`src/rtl/fps_pkg.sv`:
```
// Shared constants, types and page-register helpers for the paged flash
// window streaming reader. Assumes an 8-bit page register with six page bits.
package fps_pkg;
    localparam int PAGE_W = 6;
    localparam int REG_W  = 8;
    localparam logic [1:0] WEN_ON  = 2'b01;
    localparam logic [1:0] WEN_OFF = 2'b10;

    typedef enum logic [1:0] {
        ST_IDLE  = 2'd0,
        ST_FETCH = 2'd1,
        ST_RESP  = 2'd2
    } fps_state_e;

    // Place a page number into the register while keeping bits 5:4.
    function automatic logic [REG_W-1:0] page_merge(input logic [REG_W-1:0] cur,
                                                    input logic [PAGE_W-1:0] pg);
        return {pg[5:4], cur[5:4], pg[3:0]};
    endfunction

    // Pull the page number out of the split register layout.
    function automatic logic [PAGE_W-1:0] page_of(input logic [REG_W-1:0] r);
        return {r[7:6], r[3:0]};
    endfunction
endpackage

```
`src/rtl/fps_pagereg.sv`:
```
// Page register with write-enable bits kept across page changes. During a
// stream fetch it holds the stream page and saves the prior value, which it
// puts back on the next cycle. Host commands apply only when cmd_ok is high.
module fps_pagereg
    import fps_pkg::*;
(
    input  logic              clk,
    input  logic              rst_n,
    input  logic              cmd_ok,
    input  logic              host_pg_wr,
    input  logic [PAGE_W-1:0] host_pg,
    input  logic              wen_on,
    input  logic              wen_off,
    input  logic              swap_in,
    input  logic [PAGE_W-1:0] stream_pg,
    input  logic              restore,
    output logic [REG_W-1:0]  reg_q
);
    logic [REG_W-1:0] saved_q;
    logic [REG_W-1:0] cmd_val;

    // Apply the host page write, then the voltage commands (off wins).
    always_comb begin
        cmd_val = reg_q;
        if (host_pg_wr) cmd_val = page_merge(cmd_val, host_pg);
        if (wen_off)     cmd_val[5:4] = WEN_OFF;
        else if (wen_on) cmd_val[5:4] = WEN_ON;
    end

    // Register update: swap in the stream page, restore it, or take host commands.
    always_ff @(posedge clk) begin
        if (!rst_n) begin
            reg_q   <= '0;
            saved_q <= '0;
        end else if (swap_in) begin
            saved_q <= reg_q;
            reg_q   <= page_merge(reg_q, stream_pg);
        end else if (restore) begin
            reg_q <= saved_q;
        end else if (cmd_ok) begin
            reg_q <= cmd_val;
        end
    end
endmodule

```
`src/rtl/fps_cursor.sv`:
```
// Stream cursor: page, in-page offset and remaining count. A load starts at
// page 1. Each advance moves one byte forward, carrying from the offset into
// the page, and lowers the count.
module fps_cursor
    import fps_pkg::*;
#(
    parameter int WIN_BITS = 14,
    parameter int CNT_W    = 24
) (
    input  logic                clk,
    input  logic                rst_n,
    input  logic                load,
    input  logic [WIN_BITS-1:0] hdr,
    input  logic [CNT_W-1:0]    len,
    input  logic                advance,
    output logic [PAGE_W-1:0]   page_q,
    output logic [WIN_BITS-1:0] off_q,
    output logic [CNT_W-1:0]    cnt_q
);
    // Cursor state update on load or after each consumed byte.
    always_ff @(posedge clk) begin
        if (!rst_n) begin
            page_q <= '0;
            off_q  <= '0;
            cnt_q  <= '0;
        end else if (load) begin
            page_q <= PAGE_W'(1);
            off_q  <= hdr;
            cnt_q  <= len;
        end else if (advance) begin
            {page_q, off_q} <= {page_q, off_q} + 1'b1;
            cnt_q           <= cnt_q - 1'b1;
        end
    end
endmodule

```
`src/rtl/fps_range.sv`:
```
// Range check of an absolute flash address against a configured size.
// A size of zero turns the check off (detection mode).
module fps_range #(
    parameter int ADDR_W = 20
) (
    input  logic [ADDR_W-1:0] addr,
    input  logic [ADDR_W:0]   size,
    output logic              oor
);
    // Flag addresses at or beyond the size when a size is given.
    always_comb oor = (size != '0) && ({1'b0, addr} >= size);
endmodule

```
`src/rtl/fps_seq.sv`:
```
// Request sequencer: IDLE, FETCH (one flash cycle) and RESP (one response cycle).
// A request is taken outside FETCH when no load is present. A zero count
// goes straight to RESP with the end flag set.
module fps_seq
    import fps_pkg::*;
(
    input  logic       clk,
    input  logic       rst_n,
    input  logic       req,
    input  logic       load_ok,
    input  logic       cnt_zero,
    input  logic       oor,
    output fps_state_e st_q,
    output logic       start_fetch,
    output logic       end_q,
    output logic       err_q
);
    logic take;

    // Decide whether a request is accepted in this cycle.
    always_comb begin
        take        = (st_q != ST_FETCH) && req && !load_ok;
        start_fetch = take && !cnt_zero;
    end

    // State and response flag registers.
    always_ff @(posedge clk) begin
        if (!rst_n) begin
            st_q  <= ST_IDLE;
            end_q <= 1'b0;
            err_q <= 1'b0;
        end else begin
            end_q <= take && cnt_zero;
            err_q <= (st_q == ST_FETCH) && oor;
            if (take)                  st_q <= cnt_zero ? ST_RESP : ST_FETCH;
            else if (st_q == ST_FETCH) st_q <= ST_RESP;
            else                       st_q <= ST_IDLE;
        end
    end
endmodule

```
`src/rtl/flash_page_streamer.sv`:
```
// Top of the paged flash window streaming reader. Ties together the page
// register, stream cursor, range check and request sequencer. Assumes the
// flash returns data one cycle after a read strobe.
module flash_page_streamer
    import fps_pkg::*;
#(
    parameter int WIN_BITS = 14,
    parameter int CNT_W    = 24,
    localparam int ADDR_W  = PAGE_W + WIN_BITS
) (
    input  logic                clk,
    input  logic                rst_n,
    input  logic                host_pg_wr,
    input  logic [PAGE_W-1:0]   host_pg,
    input  logic                wen_on,
    input  logic                wen_off,
    output logic [REG_W-1:0]    pg_reg,
    input  logic                str_load,
    input  logic [WIN_BITS-1:0] str_hdr,
    input  logic [CNT_W-1:0]    str_len,
    input  logic [ADDR_W:0]     flash_size,
    input  logic                nb_req,
    output logic                nb_valid,
    output logic [7:0]          nb_data,
    output logic                nb_end,
    output logic                nb_err,
    output logic                fl_rd,
    output logic [ADDR_W-1:0]   fl_addr,
    input  logic [7:0]          fl_rdata
);
    fps_state_e          st_q;
    logic                start_fetch, end_q, err_q, oor, load_ok, fetching;
    logic [PAGE_W-1:0]   cur_page;
    logic [WIN_BITS-1:0] cur_off;
    logic [CNT_W-1:0]    cur_cnt;
    logic [ADDR_W-1:0]   abs_addr;

    // Qualify loads and fetch state, and form the stream's absolute address.
    always_comb begin
        fetching = (st_q == ST_FETCH);
        load_ok  = str_load && !fetching;
        abs_addr = {cur_page, cur_off};
    end

    fps_pagereg u_pagereg (
        .clk(clk), .rst_n(rst_n),
        .cmd_ok(!fetching && !start_fetch),
        .host_pg_wr(host_pg_wr), .host_pg(host_pg),
        .wen_on(wen_on), .wen_off(wen_off),
        .swap_in(start_fetch), .stream_pg(cur_page),
        .restore(fetching), .reg_q(pg_reg)
    );

    fps_cursor #(.WIN_BITS(WIN_BITS), .CNT_W(CNT_W)) u_cursor (
        .clk(clk), .rst_n(rst_n), .load(load_ok), .hdr(str_hdr), .len(str_len),
        .advance(fetching), .page_q(cur_page), .off_q(cur_off), .cnt_q(cur_cnt)
    );

    fps_range #(.ADDR_W(ADDR_W)) u_range (
        .addr(abs_addr), .size(flash_size), .oor(oor)
    );

    fps_seq u_seq (
        .clk(clk), .rst_n(rst_n), .req(nb_req), .load_ok(load_ok),
        .cnt_zero(cur_cnt == '0), .oor(oor), .st_q(st_q),
        .start_fetch(start_fetch), .end_q(end_q), .err_q(err_q)
    );

    // Flash port is addressed through the live page register; response muxing.
    always_comb begin
        fl_addr  = {page_of(pg_reg), cur_off};
        fl_rd    = fetching && !oor;
        nb_valid = (st_q == ST_RESP);
        nb_end   = nb_valid && end_q;
        nb_err   = nb_valid && err_q;
        nb_data  = (nb_valid && !end_q && !err_q) ? fl_rdata : 8'h00;
    end
endmodule

```
`config.mk`:
```
export PLATFORM = sky130hd
export DESIGN_NAME = flash_page_streamer
export DESIGN_NICKNAME = d
export VERILOG_FILES = /design/src/rtl/fps_pkg.sv /design/src/rtl/fps_pagereg.sv /design/src/rtl/fps_cursor.sv /design/src/rtl/fps_range.sv /design/src/rtl/fps_seq.sv /design/src/rtl/flash_page_streamer.sv
export SDC_FILE = /design/constraint.sdc
export NUM_CORES = 1
export LEC_CHECK = 0
export BUFFER_PORTS_ARGS = -buffer_cell sky130_fd_sc_hd__buf_2
export CAP_MARGIN = 15
export CORE_MARGIN = 4
export CORE_UTILIZATION = 56
export CTS_BUF_LIST = sky130_fd_sc_hd__clkbuf_16
export DETAILED_ROUTE_END_ITERATION = 10
export GPL_TIMING_DRIVEN = 0
export PLACE_DENSITY = 0.93
export SYNTH_ARGS = -nofsm -noshare
export SYNTH_HDL_FRONTEND = slang
export SYNTH_SLANG_ARGS = --single-unit
```
`constraint.sdc`:
```
create_clock -name clk -period 6.8 [get_ports clk]
set_clock_uncertainty 0.1 [all_clocks]
set_input_delay 0.34 -clock clk [delete_from_list [all_inputs] [get_ports clk]]
set_output_delay 0.34 -clock clk [all_outputs]
set_load 0.01 [all_outputs]
```
==> metrics.md, run 1 <==
| Metric | Value |
|---|---|
| Slew Viols, Final | `0` |
| Worst hold path stage count | `3` |
| Largest net degree at the start of global routing | `12` |
| Reg2Reg Depth | `7` |
| Wire per inst | `between 15 and 20 um` |
| Finish-stage setup viols | `0` |
| Placed instance count | `a little under 700` |
| Crit path time final | `approximately 2.9 ns` |
| Peak supply drop | `0.1893 mV` |
| First-pass GRT wire length | `20.24 mm` |
| Post-Route WL | `about 13 mm` |
| Hold EP | `u_cursor.cnt_q[22]$_SDFFE_PN0P_` |
| Worst setup EP type | `flop` |
| Simple-Gate Fraction of Synth Area | `0.2567` |
| Ys Warns | `0` |
| Unrepaired setup endpoints after global routing | `no` |
| Period utilization | `0.4195` |
| Share of cells above drive strength 1 | `0.2432` |
| Die Wd | `~91 um` |
| Syn nets | `598` |
| Commonest cells after routing, fill and taps aside | `buf_2, dfxtp_1, nand2_1` |
| Drt first pass iters | `5` |
| Final cell count without fillers | `709` |
| Pwr dens | `220.2 nW/um^2` |
| Critical Path Max Stage Delay | `~0.64 ns` |
| Critical path arrival | `between 3 and 4 ns` |
| Count of different cell masters after synthesis | `57` |
| Synthesized cell area | `about 3900 um^2` |
| Flops & latches, synth | `64` |
| 1st-iter DRT viols | `432` |
| # DRC | `0` |
| Max Clk Rate | `roughly 350 MHz` |
| Sequential area share after synthesis | `0.3294` |
| Synth Flop Type | `dfxtp_1` |
| Min-delay src | `str_len[22]` |
| Area growth, synth to finish | `25.18%` |
| Synth Area per Inst | `just under 8 um^2` |
| Relative slew slack | `0.4846` |
| Area fraction in compound gates after synthesis | `0.2396` |
| Largest family of logic cells by synthesized area | `simple AND/OR/NAND/NOR gates` |
| GR met3 Demand/Resource | `0.07374` |
| Critical Path Start Type | `flop` |
| Fin nets | `around 730` |
| Worst hold slack | `roughly 0.16 ns` |
| Initial antenna violation count | `0` |
| Die H | `~91 um` |
| Total gr overflow | `0` |
| Cell Chain, Critical Path | `inv_1, ha_1, nor3b_1, nand3_1, nor4_1, mux2_2, a21oi_1` |
| Routed vias | `~4400` |
| Post-CTS setup buffer count | `0` |
| EDFF count, synth | `0` |
| XOR/XNOR Fraction of Synth Area | `0.009006` |
| Cell Rows | `30` |
| LEAKAGE | `roughly 2.2 nW` |
| Adder-cell share of the synthesized area | `0.07398` |
| H-tree depth | `3` |
| Mux contribution to synthesized area | `0.02091` |
| Cells after synthesis | `slightly below 500` |
| Worst-margin pin slew | `0.7661 ns` |
| Crit path required time | `approximately 7.0 ns` |
| HP Class | `in2reg` |
| Core area | `roughly 6800 um^2` |
| Post-CTS sizing | `0` |
| Status | `completed` |
| Synth top area share | `0.3294` |
| Reg-to-reg startpoint | `u_cursor.cnt_q[0]$_SDFFE_PN0P_` |
| Hold bufs inserted after CTS | `0` |
| Latest clock arrival within the worst-skew pair | `around 0.34 ns` |
| Clk sink count | `64` |
| Vias in the first global route | `4354` |
| Gr usage total | `0.2996` |
| Worst reg-to-reg setup slack | `just under 4 ns` |
| CTS tree | `done` |
| Crit-path slowest cell | `nor3b_1` |
| PnR worst setup slack | `approximately 3.9 ns` |
| I/O pin count | `120` |
| Leading cell type in the layout, fill and taps excluded | `buf_2` |
| Clk slew on worst S/H paths | `0.06 ns` |
| Final GP Congestion | `approximately 0.94` |
| Total negative slack | `0 ns` |
| Critical R2R Capture | `u_cursor.cnt_q[22]$_SDFFE_PN0P_` |
| Routing usage on met2 | `0.4997` |
| Design Area, Final | `slightly below 5000 um^2` |
| DP Area | `about 4600 um^2` |
| Die area | `8344 um^2` |
| Clock root cell | `clkbuf_16` |
| Final HPWL DP | `between 9 and 10 mm` |
| Area leader, netlist | `dfxtp_1` |
| Starting Density | `0.5757` |
| Met1 usage | `0.3509` |
| CP Class | `reg2reg` |
| Number of max-cap violations | `0` |
| Dpl ws | `4.099 ns` |
| Max Fanout on Critical Path | `9` |
| Remaining antenna violation count | `0` |
| Fin. Hold Viols | `0` |
| Clock tree buffer depth | `2` |
| Largest cells by area after synthesis | `dfxtp_1, ha_1, o21ai_0` |
| Ys async rst share | `0` |
| TritonCTS Buffers | `9` |
| Via density | `roughly 6.3` |
| Gr busiest metal | `met2` |
| Input/output buffers | `118` |
| Antenna diode count | `0` |
| Fillcell total | `about 530` |
==> routing by layer <==
| layer | vias up | wire length, um | part of all wire |
|---|---|---|---|
| met3 | 43 | 1172 | 0.094 |
| li1 | 2090 | - | - |
| met4 | 0 | 423 | 0.034 |
| met1 | 2039 | 4900 | 0.39 |
| met5 | - | 0 | 0 |
| met2 | 266 | 6029 | 0.48 |
==> cells by family (layout without fill, tap and decap cells) <==
group	after synthesis	in the layout
adder cells (fa/ha/maj)	23	23
buffers and inverters	62	196
flip-flops	64	64
XOR/XNOR	4	4
AND/OR/NAND/NOR	193	193
AO/OA/AOI/OAI	141	141
multiplexers	8	8
==> sequential cells by signal (all words and copies together) (netlist names) <==
register and cells:
u_cursor.cnt_q 24, u_cursor.off_q 14, u_cursor.page_q 6, u_pagereg.reg_q 8, u_pagereg.saved_q 8, u_seq.end_q 1, u_seq.err_q 1, u_seq.st_q 2
==> through the flow <==
step | total power, mW | util
after floorplan | 0.5436 | -
after global placement | 0.6114 | 0.6780
after detailed placement | 0.6201 | 0.6780
after CTS | 1.068 | 0.7207
after global routing | 1.113 | 0.7207
final | 1.072 | 0.7207
==> critical path, delay by kind of cell (launching register included) <==
kind | cells | cell delay [ns]
AO/OA/AOI/OAI | 1 | 0.13
AND/OR/NAND/NOR | 3 | 1.49
multiplexers | 1 | 0.38
adder cells (fa/ha/maj) | 1 | 0.22
buffers and inverters | 1 | 0.12
flip-flops | 1 | 0.34
==> Yosys cell counts (4+ instances only) <==
cell type  count
nand2_1       50
or3_1         12
and3_1         8
nor2_1        35
o31ai_1        4
nand3_1       16
nor4_1        10
a221oi_1       5
clkbuf_1      21
buf_4          8
a211oi_1      19
nand2b_1       4
nand4_1        7
mux2i_1        7
a311oi_1       8
o211ai_1       5
nor3_1        15
inv_1         27
a31oi_1        4
ha_1          23
and2_1        13
o21ai_0       42
or4_1          6
o2111ai_1      6
dfxtp_1       64
a21oi_1       29
==> worst max-delay path by stage <==
| stage | start | endpoint | slack (ns) | depth (start not counted) |
|---|---|---|---|---|
| final | u_cursor.cnt_q[0]$_SDFFE_PN0P_ | u_cursor.cnt_q[22]$_SDFFE_PN0P_ | 3.95 | 7 |
| after global routing | u_cursor.cnt_q[1]$_SDFFE_PN0P_ | u_cursor.cnt_q[22]$_SDFFE_PN0P_ | 3.77 | 7 |
| after floorplan | u_cursor.cnt_q[8]$_SDFFE_PN0P_ | u_cursor.cnt_q[22]$_SDFFE_PN0P_ | 4.51 | 6 |
| after global placement | u_cursor.cnt_q[0]$_SDFFE_PN0P_ | u_cursor.cnt_q[22]$_SDFFE_PN0P_ | 4.16 | 7 |
| after detailed placement | u_cursor.cnt_q[0]$_SDFFE_PN0P_ | u_cursor.cnt_q[22]$_SDFFE_PN0P_ | 4.10 | 7 |
| after CTS | u_cursor.off_q[0]$_SDFFE_PN0P_ | fl_rd | 3.99 | 8 |
==> area by class of cell <==
class,instances,area (um^2),share of cell area
clock buffer,9,225.2,0.04625
tap,80,100.1,0.02055
buffer,34,168.9,0.03469
sequential,64,1281,0.2631
inverter,28,105.1,0.02158
multi-input combinational,369,2335,0.4794
clock inverter,7,63.81,0.01310
timing repair buffer,118,590.6,0.1213
==> power by group <==
group	internal [mW]	switching [mW]	total, mW
clock	0.280	0.173	0.453
sequential	0.398	0.0272	0.425
combinational	0.0819	0.112	0.194
Power figures use the tool's default switching activity.
==> inputs of run 2 (changes only) <==
CORE_UTILIZATION = 47   (was 56)
PLACE_DENSITY = 0.84   (was 0.93)
clock period = 2.52 ns   (was 6.8 ns; I/O delays follow)
==> metrics.md, run 2 (synthesis gave the netlist of run 1 again) <==
| Metric | Value |
|---|---|
| Clock root cell | `clkbuf_16` |
| Status | `completed` |
| Final HPWL DP | `9.436 mm (+3.5%)` |
| Largest net degree at the start of global routing | `12 (unchanged)` |
| Cell Chain, Critical Path | `or4_4, or3_1, clkbuf_4, nor4_2, mux2_2, a21oi_1` |
| CTS tree | `done` |
| CP top delay family | `simple AND/OR/NAND/NOR gates` |
| Final GP Congestion | `0.9357 (-0.45%)` |
| Die H | `98.98 um (+8.4%)` |
| # DRC | `0 (unchanged)` |
| Clock tree buffer depth | `2 (unchanged)` |
| Crit-path slowest cell | `or4_4` |
| Peak supply drop | `0.4324 mV (+130%)` |
| Placed instance count | `715 (+3.2%)` |
| Critical Path Max Stage Delay | `0.58 ns (-0.06 ns)` |
| Relative slew slack | `0.4783 (-0.006285)` |
| Die area | `9796 um^2 (+17%)` |
| Reg2Reg Depth | `6 (-1)` |
| Total negative slack | `0 ns (unchanged)` |
| Core area | `7888 um^2 (+17%)` |
| Worst hold path stage count | `3 (unchanged)` |
| Biggest regs | `u_cursor.cnt_q (24), u_cursor.off_q (14)` |
| Max Fanout on Critical Path | `10 (+1)` |
| Commonest cells after routing, fill and taps aside | `buf_2, dfxtp_1, nand2_1` |
| Die Wd | `98.98 um (+8.4%)` |
| Share of cells above drive strength 1 | `0.2554 (+0.01214)` |
| Logic pwr share | `0.190 (+0.009)` |
| Vias in the first global route | `4408 (+1.2%)` |
| Gr usage total | `0.2609 (-0.03866)` |
| Period utilization | `0.9708 (+0.5513)` |
| Post-Route WL | `12.99 mm (+3.7%)` |
| 1st-iter DRT viols | `424 (-1.9%)` |
| Fin nets | `748 (+2.9%)` |
| H-tree depth | `3 (unchanged)` |
| Most flops, register | `u_cursor.cnt_q` |
| Seq pwr share | `0.392 (-0.005)` |
| CP Depth | `6 (-1)` |
| Latest clock arrival within the worst-skew pair | `0.34 ns (about the same)` |
| Pwr dens | `567.9 nW/um^2 (+160%)` |
| Wire per inst | `17.28 um (-2.2%)` |
| Clk sink count | `64 (unchanged)` |
| Cell Int Power | `2.079 mW (+170%)` |
| Clk slew on worst S/H paths | `0.06 ns (about the same)` |
| Switch Pwr | `0.8525 mW (+170%)` |
| Finish-stage setup viols | `0 (unchanged)` |
| Design Area, Final | `5162 um^2 (+6.0%)` |
| Pwr Total | `2.932 mW (+170%)` |
| Fin. Hold Viols | `0 (unchanged)` |
| HP Class | `in2reg` |
| Critical Path Start Type | `flop` |
| Area growth, synth to finish | `32.71%` |
| Clock power share | `0.417 (-0.005)` |
| Final cell count without fillers | `752 (+6.1%)` |
| Cell Rows | `32 (+6.7%)` |
| Starting Density | `0.4932 (-0.08256)` |
| TritonCTS Buffers | `9 (unchanged)` |
| LEAKAGE | `2.334 nW (+4.9%)` |
| Worst-margin pin slew | `0.7766 ns (+0.01052 ns)` |
| Routed vias | `4520 (+1.8%)` |
| Total gr overflow | `0 (unchanged)` |
| Crit path required time | `2.68 ns (-4.28 ns)` |
| Via density | `6.011 (-4.0%)` |
| Crit path time final | `2.446 ns (-0.4064 ns)` |
| Drt first pass iters | `5 (unchanged)` |
| Number of max-cap violations | `0 (unchanged)` |
| Max reg flops | `24 (unchanged)` |
| DP Area | `4608 um^2 (+0.60%)` |
| Remaining antenna violation count | `0 (unchanged)` |
| Input/output buffers | `118 (unchanged)` |
| Initial antenna violation count | `0 (unchanged)` |
| Slew Viols, Final | `0 (unchanged)` |
| CP Buf/Inv Count | `1 (unchanged)` |
| Leading cell type in the layout, fill and taps excluded | `buf_2` |
| Final core occ | `0.6545 (-0.06624)` |
| Antenna diode count | `0 (unchanged)` |
| Max Clk Rate | `408.8 MHz (+17%)` |
| I/O pin count | `120 (unchanged)` |
| Worst setup EP type | `flop` |
| First-pass GRT wire length | `20.93 mm (+3.4%)` |
| Sw Share | `0.2908 (-0.0004412)` |
| CP Class | `reg2reg` |
| Critical path arrival | `2.61 ns (-0.40 ns)` |
==> run 2: cell types whose count changed in the layout (fill, tap and decap cells not counted), sizes merged <==
cell and change:
clkinvlp -1, dlygate4sd3 +20, clkinv +1, clkbuf +1
==> run 2: through the flow <==
step                hold slack [ns]  setup WS [ns]
CTS                         0.01175        0.01066
global route                0.03113       -0.03581
detailed placement           0.2825        -0.1647
floorplan                    0.1620         0.2294
global placement             0.2706        -0.1368
finish                      0.01052        0.07356
==> run 2: path summary, 6_finish.rpt <==
check,slack [ns],end,start
worst max-delay path,0.07,u_cursor.cnt_q[22]$_SDFFE_PN0P_,u_cursor.cnt_q[8]$_SDFFE_PN0P_
worst min-delay path,0.01,u_cursor.off_q[0]$_SDFFE_PN0P_,str_hdr[0]
worst max register to register,0.07,u_cursor.cnt_q[22]$_SDFFE_PN0P_,u_cursor.cnt_q[8]$_SDFFE_PN0P_
worst min register to register,0.36,u_pagereg.saved_q[1]$_SDFFE_PN0P_,u_pagereg.saved_q[1]$_SDFFE_PN0P_
==> run 2: tightest hold or removal path, cell delays in order <==
cell	delay [ns]
buf_2	0.11
nand3_1	0.08
a31oi_1	0.08
==> run 2: power by group through the flow <==
stage | sequential (mW) | clock, mW | combinational (mW)
final | 1.15 | 1.22 | 0.558
after global routing | 1.16 | 1.27 | 0.616
after CTS | 1.15 | 1.22 | 0.541
after detailed placement | 1.17 | 0 | 0.510
after global placement | 1.16 | 0 | 0.491
after floorplan | 1.16 | 0 | 0.308
==> run 2: cell type report <==
type | count | area [um^2]
inverter | 28 | 105.1
fill | 689 | 2725
clock buffer | 9 | 225.2
multi-input combinational | 369 | 2384
sequential | 64 | 1285
buffer | 34 | 173.9
tap | 102 | 127.6
timing repair buffer | 139 | 798.3
clock inverter | 7 | 63.81
==> run 2: per-layer routing <==
metal / part of all wire / wire length (um) / track usage / vias up
met5: 0 / 0 / 0 / -
li1: - / - / - / 2133
met4: 0.025 / 330 / 0.08824 / 0
met2: 0.50 / 6441 / 0.4551 / 240
met3: 0.088 / 1146 / 0.07360 / 36
met1: 0.39 / 5073 / 0.3060 / 2111
==> run 2: what timing repair did <==
action / CTS / global route
pin swaps: 0 / 2
hold buffers: 20 / 0
buffers inserted: 0 / 1
endpoints found under the setup margin: 3 / 21
endpoints found under the hold margin: 20 / 0
gates resized for setup: 3 / 14
